### src/rtl/xwin_pkg.sv
package xwin_pkg;
  localparam int XW_DW      = 8;
  localparam int XW_AW      = 5;
  localparam int XW_EN_BIT  = 3;
  localparam int XW_HI_BIT  = 2;
  localparam int XW_RES_BIT = 1;
  localparam int XW_FRZ_BIT = 0;
  localparam int XW_LO_MSB  = 7;
  localparam int XW_LO_LSB  = 4;
  localparam logic [XW_DW-1:0] XW_RES_MASK = XW_DW'(1) << XW_RES_BIT;

  typedef logic [XW_DW-1:0] xw_byte_t;
  typedef logic [XW_AW-1:0] xw_addr_t;

  function automatic xw_addr_t xw_addr_of(input xw_byte_t p);
    return {p[XW_HI_BIT], p[XW_LO_MSB:XW_LO_LSB]};
  endfunction
endpackage

### src/rtl/xwin_addr_chk.sv
module xwin_addr_chk
  import xwin_pkg::*;
#(
  parameter int LOW_LAST   = 17,
  parameter int EXTRA_ADDR = 25
) (
  input  xw_addr_t addr_i,
  output logic     ok_o
);
  localparam xw_addr_t LOW_A   = XW_AW'(LOW_LAST);
  localparam xw_addr_t EXTRA_A = XW_AW'(EXTRA_ADDR);

  logic in_low;
  logic is_extra;

  assign in_low = (addr_i <= LOW_A);

  generate
    if (EXTRA_ADDR > LOW_LAST) begin : g_extra
      assign is_extra = (addr_i == EXTRA_A);
    end else begin : g_no_extra
      assign is_extra = 1'b0;
    end
  endgenerate

  assign ok_o = in_low | is_extra;
endmodule

### src/rtl/xwin_ptr_reg.sv
module xwin_ptr_reg
  import xwin_pkg::*;
(
  input  logic     clk,
  input  logic     rst_n,
  input  logic     load_i,
  input  logic     clr_en_i,
  input  xw_byte_t wdata_i,
  output xw_byte_t ptr_q_o
);
  xw_byte_t ptr_q;
  xw_byte_t ptr_d;
  logic     ptr_ce;

  always_comb begin
    ptr_d = ptr_q;
    if (load_i) begin
      ptr_d = wdata_i & ~XW_RES_MASK;
    end
    if (clr_en_i) begin
      ptr_d[XW_EN_BIT] = 1'b0;
    end
  end

  assign ptr_ce = load_i | clr_en_i;

  always_ff @(posedge clk or negedge rst_n) begin
    if (!rst_n) begin
      ptr_q <= '0;
    end else if (ptr_ce) begin
      ptr_q <= ptr_d;
    end
  end

  assign ptr_q_o = ptr_q;
endmodule

### src/rtl/xwin_port_ctl.sv
module xwin_port_ctl
  import xwin_pkg::*;
(
  input  logic     ext_mode_i,
  input  xw_byte_t ptr_i,
  input  logic     addr_ok_i,
  input  logic     host_wr_i,
  input  logic     host_rd_i,
  input  xw_byte_t xb_rdata_i,
  output logic     data_mode_o,
  output logic     xb_wr_o,
  output logic     xb_rd_o,
  output xw_byte_t rdata_o
);
  logic live;

  assign data_mode_o = ext_mode_i & ptr_i[XW_EN_BIT];
  assign live        = data_mode_o & addr_ok_i;
  assign xb_wr_o     = live & host_wr_i;
  assign xb_rd_o     = live & host_rd_i;

  always_comb begin
    if (!data_mode_o) begin
      rdata_o = ptr_i;
    end else if (addr_ok_i) begin
      rdata_o = xb_rdata_i;
    end else begin
      rdata_o = '0;
    end
  end
endmodule

### src/rtl/xwin_port.sv
module xwin_port
  import xwin_pkg::*;
#(
  parameter int LOW_LAST   = 17,
  parameter int EXTRA_ADDR = 25
) (
  input  logic       clk,
  input  logic       rst_n,
  input  logic       ext_mode_en_i,
  input  logic       host_wr_i,
  input  logic       host_rd_i,
  input  logic [7:0] host_wdata_i,
  input  logic       index_wr_i,
  output logic [7:0] host_rdata_o,
  output logic       freeze_o,
  output logic [4:0] xb_addr_o,
  output logic       xb_wr_o,
  output logic       xb_rd_o,
  output logic [7:0] xb_wdata_o,
  input  logic [7:0] xb_rdata_i
);
  // reset: asserted asynchronously, released on a clock edge
  logic [1:0] rst_sync_q;
  logic       rst_int_n;

  always_ff @(posedge clk or negedge rst_n) begin
    if (!rst_n) begin
      rst_sync_q <= 2'b00;
    end else begin
      rst_sync_q <= {rst_sync_q[0], 1'b1};
    end
  end
  assign rst_int_n = rst_sync_q[1];

  xw_byte_t ptr_q;
  xw_addr_t sel;
  logic     sel_ok;
  logic     data_mode;

  xwin_ptr_reg i_ptr (
    .clk      (clk),
    .rst_n    (rst_int_n),
    .load_i   (host_wr_i & ~data_mode),
    .clr_en_i (index_wr_i),
    .wdata_i  (host_wdata_i),
    .ptr_q_o  (ptr_q)
  );

  assign sel = xw_addr_of(ptr_q);

  xwin_addr_chk #(
    .LOW_LAST   (LOW_LAST),
    .EXTRA_ADDR (EXTRA_ADDR)
  ) i_chk_addr (
    .addr_i (sel),
    .ok_o   (sel_ok)
  );

  xwin_port_ctl i_ctl (
    .ext_mode_i  (ext_mode_en_i),
    .ptr_i       (ptr_q),
    .addr_ok_i   (sel_ok),
    .host_wr_i   (host_wr_i),
    .host_rd_i   (host_rd_i),
    .xb_rdata_i  (xb_rdata_i),
    .data_mode_o (data_mode),
    .xb_wr_o     (xb_wr_o),
    .xb_rd_o     (xb_rd_o),
    .rdata_o     (host_rdata_o)
  );

  assign xb_addr_o  = sel;
  assign xb_wdata_o = host_wdata_i;
  assign freeze_o   = ptr_q[XW_FRZ_BIT];
endmodule

### config.mk
export PLATFORM = sky130hd
export DESIGN_NAME = xwin_port
export DESIGN_NICKNAME = d
export VERILOG_FILES = /design/src/rtl/xwin_pkg.sv /design/src/rtl/xwin_addr_chk.sv /design/src/rtl/xwin_ptr_reg.sv /design/src/rtl/xwin_port_ctl.sv /design/src/rtl/xwin_port.sv
export SDC_FILE = /design/constraint.sdc
export NUM_CORES = 1
export LEC_CHECK = 0
export BUFFER_PORTS_ARGS = -buffer_cell sky130_fd_sc_hd__clkbuf_2
export CAP_MARGIN = 40
export CORE_ASPECT_RATIO = 1.25
export CORE_MARGIN = 2
export CORE_UTILIZATION = 35
export DETAILED_ROUTE_END_ITERATION = 8
export PLACE_DENSITY = 0.75
export REMOVE_ABC_BUFFERS = 1
export SETUP_SLACK_MARGIN = 0.2
export SLEW_MARGIN = 20
export SYNTH_ARGS = -nofsm -noshare
export SYNTH_HDL_FRONTEND = slang
export SYNTH_HIERARCHICAL = 1
export SYNTH_SLANG_ARGS = --single-unit
### constraint.sdc
create_clock -name clk -period 1.8 [get_ports clk]
set_clock_uncertainty 0.1 [all_clocks]
set_input_delay 0.36 -clock clk [delete_from_list [all_inputs] [get_ports clk]]
set_output_delay 0.36 -clock clk [all_outputs]
set_load 0.01 [all_outputs]
==> reports/qor.yml, run 1 <==
run_status:
  status: "finished, violations left"
  violations: "negative setup slack"
power:
  p_seq_share_pct: 40.0
  power.leakage_nw: 0.480
  switching_share_pct: 30.3
  internal-power_mw: 0.428
  p_per_area_nw_per_um2: 705
  peakVddDrop_mv: 0.525
  clock_power_share_pct: 24.5
  combPwrFrac_pct: 35.4
  p_sw_mw: 0.186
clock_network:
  cts_root_buffer: "clkbuf_4"
  cts_made_buffers: 3
  clk_latency_ps: 250
  clock_path_buffers: 2
  clock_sinks: 9
  path_clk_slew_ps: 60
  cts_tree: "done"
  cts_htree_levels: 1
die:
  start_util_pct: 36.5
  die_x_um: 42.2
  die_h_um: 51.7
  ios: 46
  core_area_um2: 1740
  std_cell_rows: 17
  die_area_um2: 2180
worst_hold_path:
  hold_path.class: "reg -> async"
detailed_routing:
  avgRoutedWirePerCell_um: 10.5
  dr_wl_met2_um: 630
  drt_iter0_markers: 9
  ant_nets: 0
  highest_layer: "met4"
  num_vias: 560
  met3_wirelength_um: 112
  via_per_inst: 4.67
  wl_um: 1260
  drc: 0
  wl_met1_um: 507
  firstDrtPassIters: 4
layout:
  layout_common_cells: "33 x clkbuf_2, 8 x dfrtp_1, 8 x buf_2"
  layout_commonest_cell: "clkbuf_2"
  drive_gt1_share_pct: 64.4
  fill_cells: 168
  nNetsFinal: 124
  antenna_cells: 0
  syn2layout_area_growth_pct: 36.5
  fin_area_um2: 870
setup_path:
  path_class: "reg -> out"
  cp.arrival_ps: 1440
  rrSetupSlack_ps: 390
  crit_slowest_cell: "dfrtp_1"
  crit_family: "flip-flops"
  crit_fanout: 5
  end_kind: "output pin"
  cp_slowest_stage_delay_ps: 430
  crit_buf_inv: 2
  crit_path_cell_trace: "o31ai_4 > buf_6 > nand4_1 > o21ai_1 > buf_2"
  startpoint_type: "register"
  required_ps: 1340
sta:
  rsz0062_at_grt: "yes"
  fmax_mhz: 528
  finalSetupTns_ps: -768
  fin_crit_sh_pct: 105
  fin_ws_ps: -95.5
  finalHoldViolCount: 0
  min_period_ps: 1900
  maxSlewViolCount: 0
  setup_viol: 10
global_routing:
  grt_pass1_wl_um: 2040
  grt_pass1_vias: 525
  grt_start_max_net_pins: 11
  grt_usage_pct: 12.1
  grt_overflow: 0
  antenna_found_initial: 0
placement:
  dp_hpwl_um: 1000
  place_area_um2: 785
  numPortBuffers: 43
  place_congestion: 0.732
synthesis:
  yosys.cell_types.count: 17
  muxShareOfSynthArea_pct: 15.7
  post_synth.cell_area_avg_um2: 10.3
  synth-compound-area-share_pct: 10.0
  synth_seq_cells: 9
  syn_area_um2: 637
  yosysWarningCount: 6
  synth-xor-area-share_pct: 0
  synth_top_family_by_area: "buffers and inverters"
  yosys.area_share.simple_pct: 15.7
  seq_area_frac_synth_pct: 35.4
  synth_adder_area_share_pct: 0
  synthCells: 62
flow_run:
  maxCapViolations: 0
layout make-up:
cell class                 instances  area (um^2)  share of cell area, %
timing repair buffer              49          283                   32.5
sequential                         9          226                   26.0
multi-input combinational         32          284                   32.7
clock buffer                       4         26.3                   3.02
tap                               19         23.8                   2.73
inverter                           7         26.3                   3.02
repair_timing:
item / CTS / global route
endpoints found under the setup margin: 10 / 10
hold endpoints to repair: 2 / 0
buffers inserted: 2 / 0
hold buffers: 1 / 0
resized for setup: 9 / 17
pin swaps: 4 / 5
power by group through the flow:
stage	clock, mW	combinational, mW	sequential (mW)
2_1_floorplan	0	0.0858	0.258
3_5_place_dp	0	0.194	0.250
5_1_grt	0.169	0.236	0.250
6_report	0.151	0.217	0.245
3_3_place_gp	0	0.193	0.247
4_1_cts	0.157	0.215	0.246
cell families after synthesis:
logic type | after synthesis
flops | 9
simple gates | 14
mux | 7
other cells | 2
buf+inv | 21
compound gates | 9
worst register-to-register path, cell delays in order (launching register included):
cell,delay [ps]
dfrtp_1,370
and2_4,200
nor2b_4,290
mux2_4,330
cell usage after synthesis:
master    count  area [um^2]
buf_4        10         75.1
nand4_1       7         43.8
and3_1        2         12.5
conb_1        2         7.51
inv_1         7         26.3
buf_2         1         5.00
a21boi_0      1         7.51
buf_6         3         33.8
nor2_1        1         3.75
o21ai_0       7         35.0
and2_4        1         8.76
nor2b_4       2         27.5
nand2_1       1         3.75
mux2_4        6         90.1
mux2i_1       1         10.0
dfrtp_1       9          225
o31ai_4       1         21.3
path summary, 6_finish.rpt:
check                                      start  cells past startpoint                to
worst min-delay path               rst_sync_q[1]                      0  i_ptr/ptr_q_o[6]
worst min register to register     rst_sync_q[1]                      0  i_ptr/ptr_q_o[6]
max in group asynchronous                  rst_n                      2     rst_sync_q[0]
min in group clk                      index_wr_i                      2  i_ptr/ptr_q_o[3]
worst max register to register  i_ptr/ptr_q_o[3]                      3  i_ptr/ptr_q_o[2]
worst max-delay path            i_ptr/ptr_q_o[5]                      5   host_rdata_o[6]
flip-flops by register name, summed over array words and instances (netlist names):
| name | count |
|---|---|
| i_ptr/ptr_q_o | 7 |
| rst_sync_q | 2 |
metal layers:
metal,up-vias,track usage [%]
li1,276,-
met1,247,14.4
met2,33,20.6
met3,4,2.43
met4,0,6.25
met5,-,0
metrics by stage:
stage,util (%),total power [mW],setup WS (ps),cells,hold WS [ps]
after detailed placement,45.0,0.443,78.3,113,13.0
after floorplan,-,0.344,95.2,48,-35.6
after CTS,48.4,0.618,-153,120,18.1
after global routing,49.9,0.656,-227,120,46.0
after global placement,45.0,0.440,124,113,8.06
final,49.9,0.613,-95.5,120,4.21
No activity file was read; power rests on OpenSTA's default activity.
==> run 2: changes to the inputs <==
Settings changed: CORE_ASPECT_RATIO 1.25 to default.
==> reports/qor.yml, run 2 (synthesis gave the netlist of run 1 again) <==
power:
  p_per_area_nw_per_um2: 714  # was 705 nW/um^2
  peakVddDrop_mv: 0.487  # was 0.525 mV
  internal-power_mw: 0.419  # was 0.428 mW
  clock_power_share_pct: 24.6  # was 24.5%
  power.leakage_nw: 0.482  # was 0.480 nW
  p_sw_mw: 0.188  # was 0.186 mW
  p_seq_share_pct: 40.5  # was 40.0%
  combPwrFrac_pct: 34.9  # was 35.4%
  switching_share_pct: 31.0  # was 30.3%
layout:
  drive_gt1_share_pct: 62.4  # was 64.4%
  layout_common_cells: "38 x clkbuf_2, 8 x dfrtp_1, 7 x inv_1, 7 x nand4_1, 6 x mux2_4"  # was 33 x clkbuf_2, 8 x dfrtp_1, 8 x buf_2
  fill_cells: 178  # was 168
  multi_input_area_um2: 272  # was 284 um^2
  syn2layout_area_growth_pct: 33.4  # was 36.5%
  fin_area_um2: 850  # was 870 um^2
  seq_area_um2: 226  # unchanged
  largest_reg_flops: 7  # unchanged
  antenna_cells: 0  # unchanged
  layout_commonest_cell: "clkbuf_2"  # unchanged
  nNetsFinal: 124  # unchanged
detailed_routing:
  wl_met1_um: 559  # was 507 um
  ant_nets: 0  # unchanged
  wl_um: 1330  # was 1260 um
  firstDrtPassIters: 2  # was 4
  met3_wirelength_um: 113  # was 112 um
  drc: 0  # unchanged
  highest_layer: "met4"  # unchanged
  drt_iter0_markers: 3  # was 9
  avgRoutedWirePerCell_um: 10.5  # about the same
  num_vias: 557  # was 560
  dr_wl_met2_um: 646  # was 630 um
  via_per_inst: 4.42  # was 4.67
die:
  std_cell_rows: 15  # was 17
  die_h_um: 46.7  # was 51.7 um
  ios: 46  # unchanged
  die_area_um2: 2180  # about the same
  die_x_um: 46.7  # was 42.2 um
  start_util_pct: 36.9  # was 36.5%
  core_area_um2: 1730  # was 1740 um^2
setup_path:
  crit_slowest_cell: "dfrtp_1"  # unchanged
  end_kind: "output pin"  # unchanged
  path_class: "reg -> out"  # unchanged
  required_ps: 1340  # about the same
  crit_path_cell_trace: "nor2b_4 > o31ai_4 > buf_4 > nand4_1 > o21ai_1 > clkbuf_2"  # was o31ai_4 > buf_6 > nand4_1 > o21ai_1 > buf_2
  r2r_cells: 3  # unchanged
  crit_fanout: 5  # unchanged
  crit_buf_inv: 2  # unchanged
  startpoint_type: "register"  # unchanged
  crit_family: "flip-flops"  # unchanged
  cp.arrival_ps: 1470  # was 1440 ps
  cp_slowest_stage_delay_ps: 380  # was 430 ps
  cp.depth: 6  # was 5
sta:
  fin_ws_ps: -127  # was -95.5 ps
  setup_viol: 10  # unchanged
  fmax_mhz: 519  # was 528 MHz
  finalHoldViolCount: 0  # unchanged
  rsz0062_at_grt: "yes"  # unchanged
  maxSlewViolCount: 0  # unchanged
  min_period_ps: 1930  # was 1900 ps
  fin_crit_sh_pct: 107  # was 105%
clock_network:
  path_clk_slew_ps: 60  # about the same
  cts_htree_levels: 1  # unchanged
  cts_root_buffer: "clkbuf_4"  # unchanged
  clock_path_buffers: 2  # unchanged
  clock_sinks: 9  # unchanged
  cts_made_buffers: 3  # unchanged
  clk_latency_ps: 250  # about the same
  cts_tree: "done"  # unchanged
global_routing:
  antenna_found_initial: 0  # unchanged
  grt_start_max_net_pins: 11  # unchanged
  grt_pass1_vias: 483  # was 525
  grt_overflow: 0  # unchanged
  grt_usage_pct: 13.2  # was 12.1%
  grt_pass1_wl_um: 1970  # was 2040 um
worst_hold_path:
  hold_path.class: "reg -> async"  # unchanged
placement:
  dp_hpwl_um: 1080  # was 1000 um
  place_area_um2: 785  # unchanged
  numPortBuffers: 43  # unchanged
  place_ws_ps: 50.4  # was 78.3 ps
  place_congestion: 0.699  # was 0.732
run_status:
  status: "finished, violations left"  # unchanged
  violations: "negative setup slack"  # unchanged
flow_run:
  maxCapViolations: 0  # unchanged
==> run 2: cell count changes in the layout (fill, tap and decap cells not counted) <==
cell	previous run	this run
clkbuf_2	33	38
buf_2	8	5
buf_6	4	1
and3_1	0	2
and3_4	2	0
o21ai_0	0	2
o21ai_1	7	5
buf_4	3	4
clkbuf_1	1	0
clkinv_2	0	1
nand2_1	0	1
nand2_2	1	0
==> run 2: worst paths after layout <==
| check | from | endpoint | slack (ps) |
|---|---|---|---|
| worst max-delay path | i_ptr/ptr_q_o[7] | host_rdata_o[5] | -130 |
| worst min-delay path | rst_sync_q[1] | i_ptr/ptr_q_o[2] | 10 |
| max in group asynchronous | rst_n | rst_sync_q[1] | 1190 |
| worst max register to register | i_ptr/ptr_q_o[3] | i_ptr/ptr_q_o[5] | 390 |
| min in group clk | index_wr_i | i_ptr/ptr_q_o[3] | 160 |
| worst min register to register | rst_sync_q[1] | i_ptr/ptr_q_o[2] | 10 |
==> run 2: cell type report <==
class,instances,area share (%)
clock buffer,3,2.65
sequential,9,26.7
multi-input combinational,32,32.0
timing repair buffer,49,31.4
inverter,7,3.09
clock inverter,1,0.589
tap,25,3.68
==> run 2: metrics by stage <==
stage	instances	setup TNS [ps]	hold WS [ps]	util, %	power, mW
5_1_grt	126	-2080	46.6	49.2	0.651
3_3_place_gp	118	0	12.1	45.4	0.438
4_1_cts	124	-1550	20.0	48.3	0.608
6_report	126	-918	11.2	49.2	0.607
2_1_floorplan	48	0	-35.6	-	0.344
3_5_place_dp	118	0	13.7	45.4	0.441
==> run 2: timing repair <==
action / CTS / global route
endpoints found under the hold margin: 2 / 0
setup endpoints to repair: 10 / 10
pin swaps: 1 / 3
hold buffers: 1 / 0
cloned: 0 / 1
buffers inserted: 1 / 1
resized for setup: 4 / 10
==> run 2: power by group through the flow <==
stage               Clock (mW)  Combinational (mW)  Sequential [mW]
floorplan                    0              0.0858            0.258
global placement             0               0.188            0.249
detailed placement           0               0.189            0.251
CTS                      0.159               0.201            0.248
global route             0.169               0.234            0.249
finish                   0.149               0.212            0.246
==> run 2: worst reg2reg max path, delay by kind of cell, from the launching register on <==
family / cells / cell delay [ps]
and+or+nand+nor: 2 / 490
DFF: 1 / 370
muxes: 1 / 330
==> run 2: per-layer routing <==
| layer | GRT usage (%) | vias up |
|---|---|---|
| li1 | - | 278 |
| met1 | 16.0 | 251 |
| met2 | 21.1 | 26 |
| met3 | 2.75 | 2 |
| met4 | 8.33 | 0 |
| met5 | 0 | - |
==> run 3: changes to the inputs <==
Settings changed: PLACE_DENSITY 0.75 to 0.74, SYNTH_HIERARCHICAL 1 to default.
==> reports/qor.yml, run 3 <==
run_status:
  status: "completed"  # was finished, violations left
synthesis:
  synth_area_leaders: "dfrtp_1 35%, buf_4 15%, mux2_4 14%, nor2_1 8.7%, nor3_1 5.4%"  # was dfrtp_1 35%, mux2_4 14%, buf_4 12%, nand4_1 6.9%, o21ai_0 5.5%
  yosys.cell_types.count: 19  # was 17
  synth.most_common_cell: "nor2_1"  # was buf_4
  synth_edf_count: 0  # unchanged
  syn_area_um2: 646  # was 637 um^2
  post_synth.cell_area_avg_um2: 9.36  # was 10.3 um^2
  seq_area_frac_synth_pct: 34.9  # was 35.4%
  synthCells: 69  # was 62
  synth_seq_cells: 9  # unchanged
  synthTopCellsByCount: "15 x nor2_1, 13 x buf_4, 9 x dfrtp_1"  # was 10 x buf_4, 9 x dfrtp_1, 7 x inv_1, 7 x nand4_1, 7 x o21ai_0
  synthFlopType: "dfrtp_1"  # unchanged
  synth_top_area_share_pct: 34.9  # was 35.4%
  yosysWarningCount: 0  # was 6
  synthArstFlopShare_pct: 100  # unchanged
  synth_top_area_cell: "dfrtp_1"  # unchanged
placement:
  dp_hpwl_um: 1110  # was 1080 um
  place_congestion: 0.778  # was 0.699
  numPortBuffers: 43  # unchanged
  place_ws_ps: 192  # was 50.4 ps
worst_hold_path:
  hold_path.class: "reg -> async"  # unchanged
layout:
  layout_common_cells: "39 x clkbuf_2, 13 x nor2_1, 8 x dfrtp_1"  # was 38 x clkbuf_2, 8 x dfrtp_1, 7 x inv_1, 7 x nand4_1, 6 x mux2_4
  antenna_cells: 0  # unchanged
  layout_commonest_cell: "clkbuf_2"  # unchanged
  largest_reg_flops: 7  # unchanged
  nNetsFinal: 132  # was 124
  drive_gt1_share_pct: 71.6  # was 62.4%
  syn2layout_area_growth_pct: 45.9  # was 33.4%
detailed_routing:
  firstDrtPassIters: 2  # unchanged
  ant_nets: 0  # unchanged
  num_vias: 586  # was 557
  avgRoutedWirePerCell_um: 11.4  # was 10.5 um
  wl_um: 1520  # was 1330 um
  drc: 0  # unchanged
  drt_iter0_markers: 5  # was 3
  via_per_inst: 4.37  # was 4.42
die:
  std_cell_rows: 15  # unchanged
  die_x_um: 47.0  # was 46.7 um
  ios: 46  # unchanged
  start_util_pct: 37.4  # was 36.9%
  core_area_um2: 1730  # unchanged
  die_area_um2: 2200  # was 2180 um^2
  die_h_um: 47.0  # was 46.7 um
setup_path:
  required_ps: 1340  # about the same
  critical_path.reg2reg.startpoint: "i_ptr.ptr_q_o[3]"  # was i_ptr/ptr_q_o[3]
  end_kind: "output pin"  # unchanged
  path_class: "reg -> out"  # unchanged
  rrSetupSlack_ps: 350  # was 390 ps
  crit_fanout: 6  # was 5
  reg2reg_to: "i_ptr.ptr_q_o[6]"  # was i_ptr/ptr_q_o[5]
  cp.arrival_ps: 1270  # was 1470 ps
  r2r_cells: 4  # was 3
  startpoint_type: "register"  # unchanged
global_routing:
  antenna_found_initial: 0  # unchanged
  grt_pass1_vias: 561  # was 483
  grt_start_max_net_pins: 9  # was 11
  grt_usage_pct: 15.9  # was 13.2%
  grt_overflow: 0  # unchanged
  grt_pass1_wl_um: 2390  # was 1970 um
sta:
  fin_ws_ps: 69.9  # was -127 ps
  finalSetupTns_ps: 0  # was -918 ps
  min_period_ps: 1730  # was 1930 ps
  fin_crit_sh_pct: 96.1  # was 107%
  fmax_mhz: 578  # was 519 MHz
  hold-worst-slack_ps: 2.97  # was 11.2 ps
  maxSlewViolCount: 0  # unchanged
  setup_viol: 0  # was 10
  rsz0062_at_grt: "yes"  # unchanged
  finalHoldViolCount: 0  # unchanged
clock_network:
  clk_latency_ps: 250  # about the same
  path_clk_slew_ps: 60  # about the same
  clock_sinks: 9  # unchanged
  cts_root_buffer: "clkbuf_4"  # unchanged
  cts_tree: "done"  # unchanged
  cts_made_buffers: 3  # unchanged
  clock_path_buffers: 2  # unchanged
  cts_htree_levels: 1  # unchanged
power:
  peakVddDrop_mv: 0.507  # was 0.487 mV
  power_mw: 0.638  # was 0.607 mW
  power.leakage_nw: 0.499  # was 0.482 nW
  p_per_area_nw_per_um2: 677  # was 714 nW/um^2
flow_run:
  maxCapViolations: 0  # unchanged
## run 3: cells by family after synthesis
family | synth area share [%]
other | 0.581
AO/OA/AOI/OAI | 5.81
flip-flops | 34.9
AND/OR/NAND/NOR | 23.3
buffers and inverters | 21.5
multiplexers | 14.0
## run 3: layer usage
| layer | up-vias | global-route usage (%) | part of all wire [%] | routed length [um] |
|---|---|---|---|---|
| met5 | - | 0 | 0 | 0 |
| met3 | 0 | 3.46 | 5.8 | 88 |
| met2 | 22 | 31.0 | 55 | 831 |
| li1 | 293 | - | - | - |
| met4 | 0 | 6.67 | 0 | 0 |
| met1 | 271 | 16.0 | 40 | 604 |
## run 3: worst max path at each step
stage                     start         endpoint  slack, ps  cells after the start
2_1_floorplan  i_ptr.ptr_q_o[5]  host_rdata_o[0]        290                      3
3_3_place_gp   i_ptr.ptr_q_o[4]  host_rdata_o[0]        250                      4
3_5_place_dp      ext_mode_en_i  host_rdata_o[4]        190                      5
4_1_cts        i_ptr.ptr_q_o[3]  host_rdata_o[1]         60                      5
5_1_grt        i_ptr.ptr_q_o[4]  host_rdata_o[4]         -1                      4
6_report       i_ptr.ptr_q_o[4]  host_rdata_o[4]         70                      4
## run 3: area by class of cell
cell class | count | area [um^2]
clock buffers | 4 | 26.3
flip-flops and latches | 9 | 226
inverters | 2 | 21.3
multi-input cells | 44 | 363
well taps | 25 | 31.3
fillers | 171 | 785
repair buffers | 50 | 274
## run 3: repair_timing
item	CTS	global route
hold buffers	1	0
setup endpoints to repair	10	10
buffers inserted	6	0
resized for setup	15	10
pin swaps	11	3
endpoints found under the hold margin	2	0
## run 3: power breakdown
group | switching, mW | internal, mW
Sequential | 0.0232 | 0.223
Clock | 0.0663 | 0.0852
Combinational | 0.115 | 0.126
## run 3: critical path, stage by stage (launching register included)
cell and delay [ps]:
dfrtp_1 390, nand2b_4 170, a21oi_4 260, nor3_2 60, clkbuf_2 130
## run 3: stage by stage
stage	instance area (um^2)	util, %	instances
6_report	942	54.6	134
5_1_grt	942	54.6	134
4_1_cts	925	53.6	134
3_5_place_dp	774	44.9	123
3_3_place_gp	774	44.9	123
2_1_floorplan	528	-	55
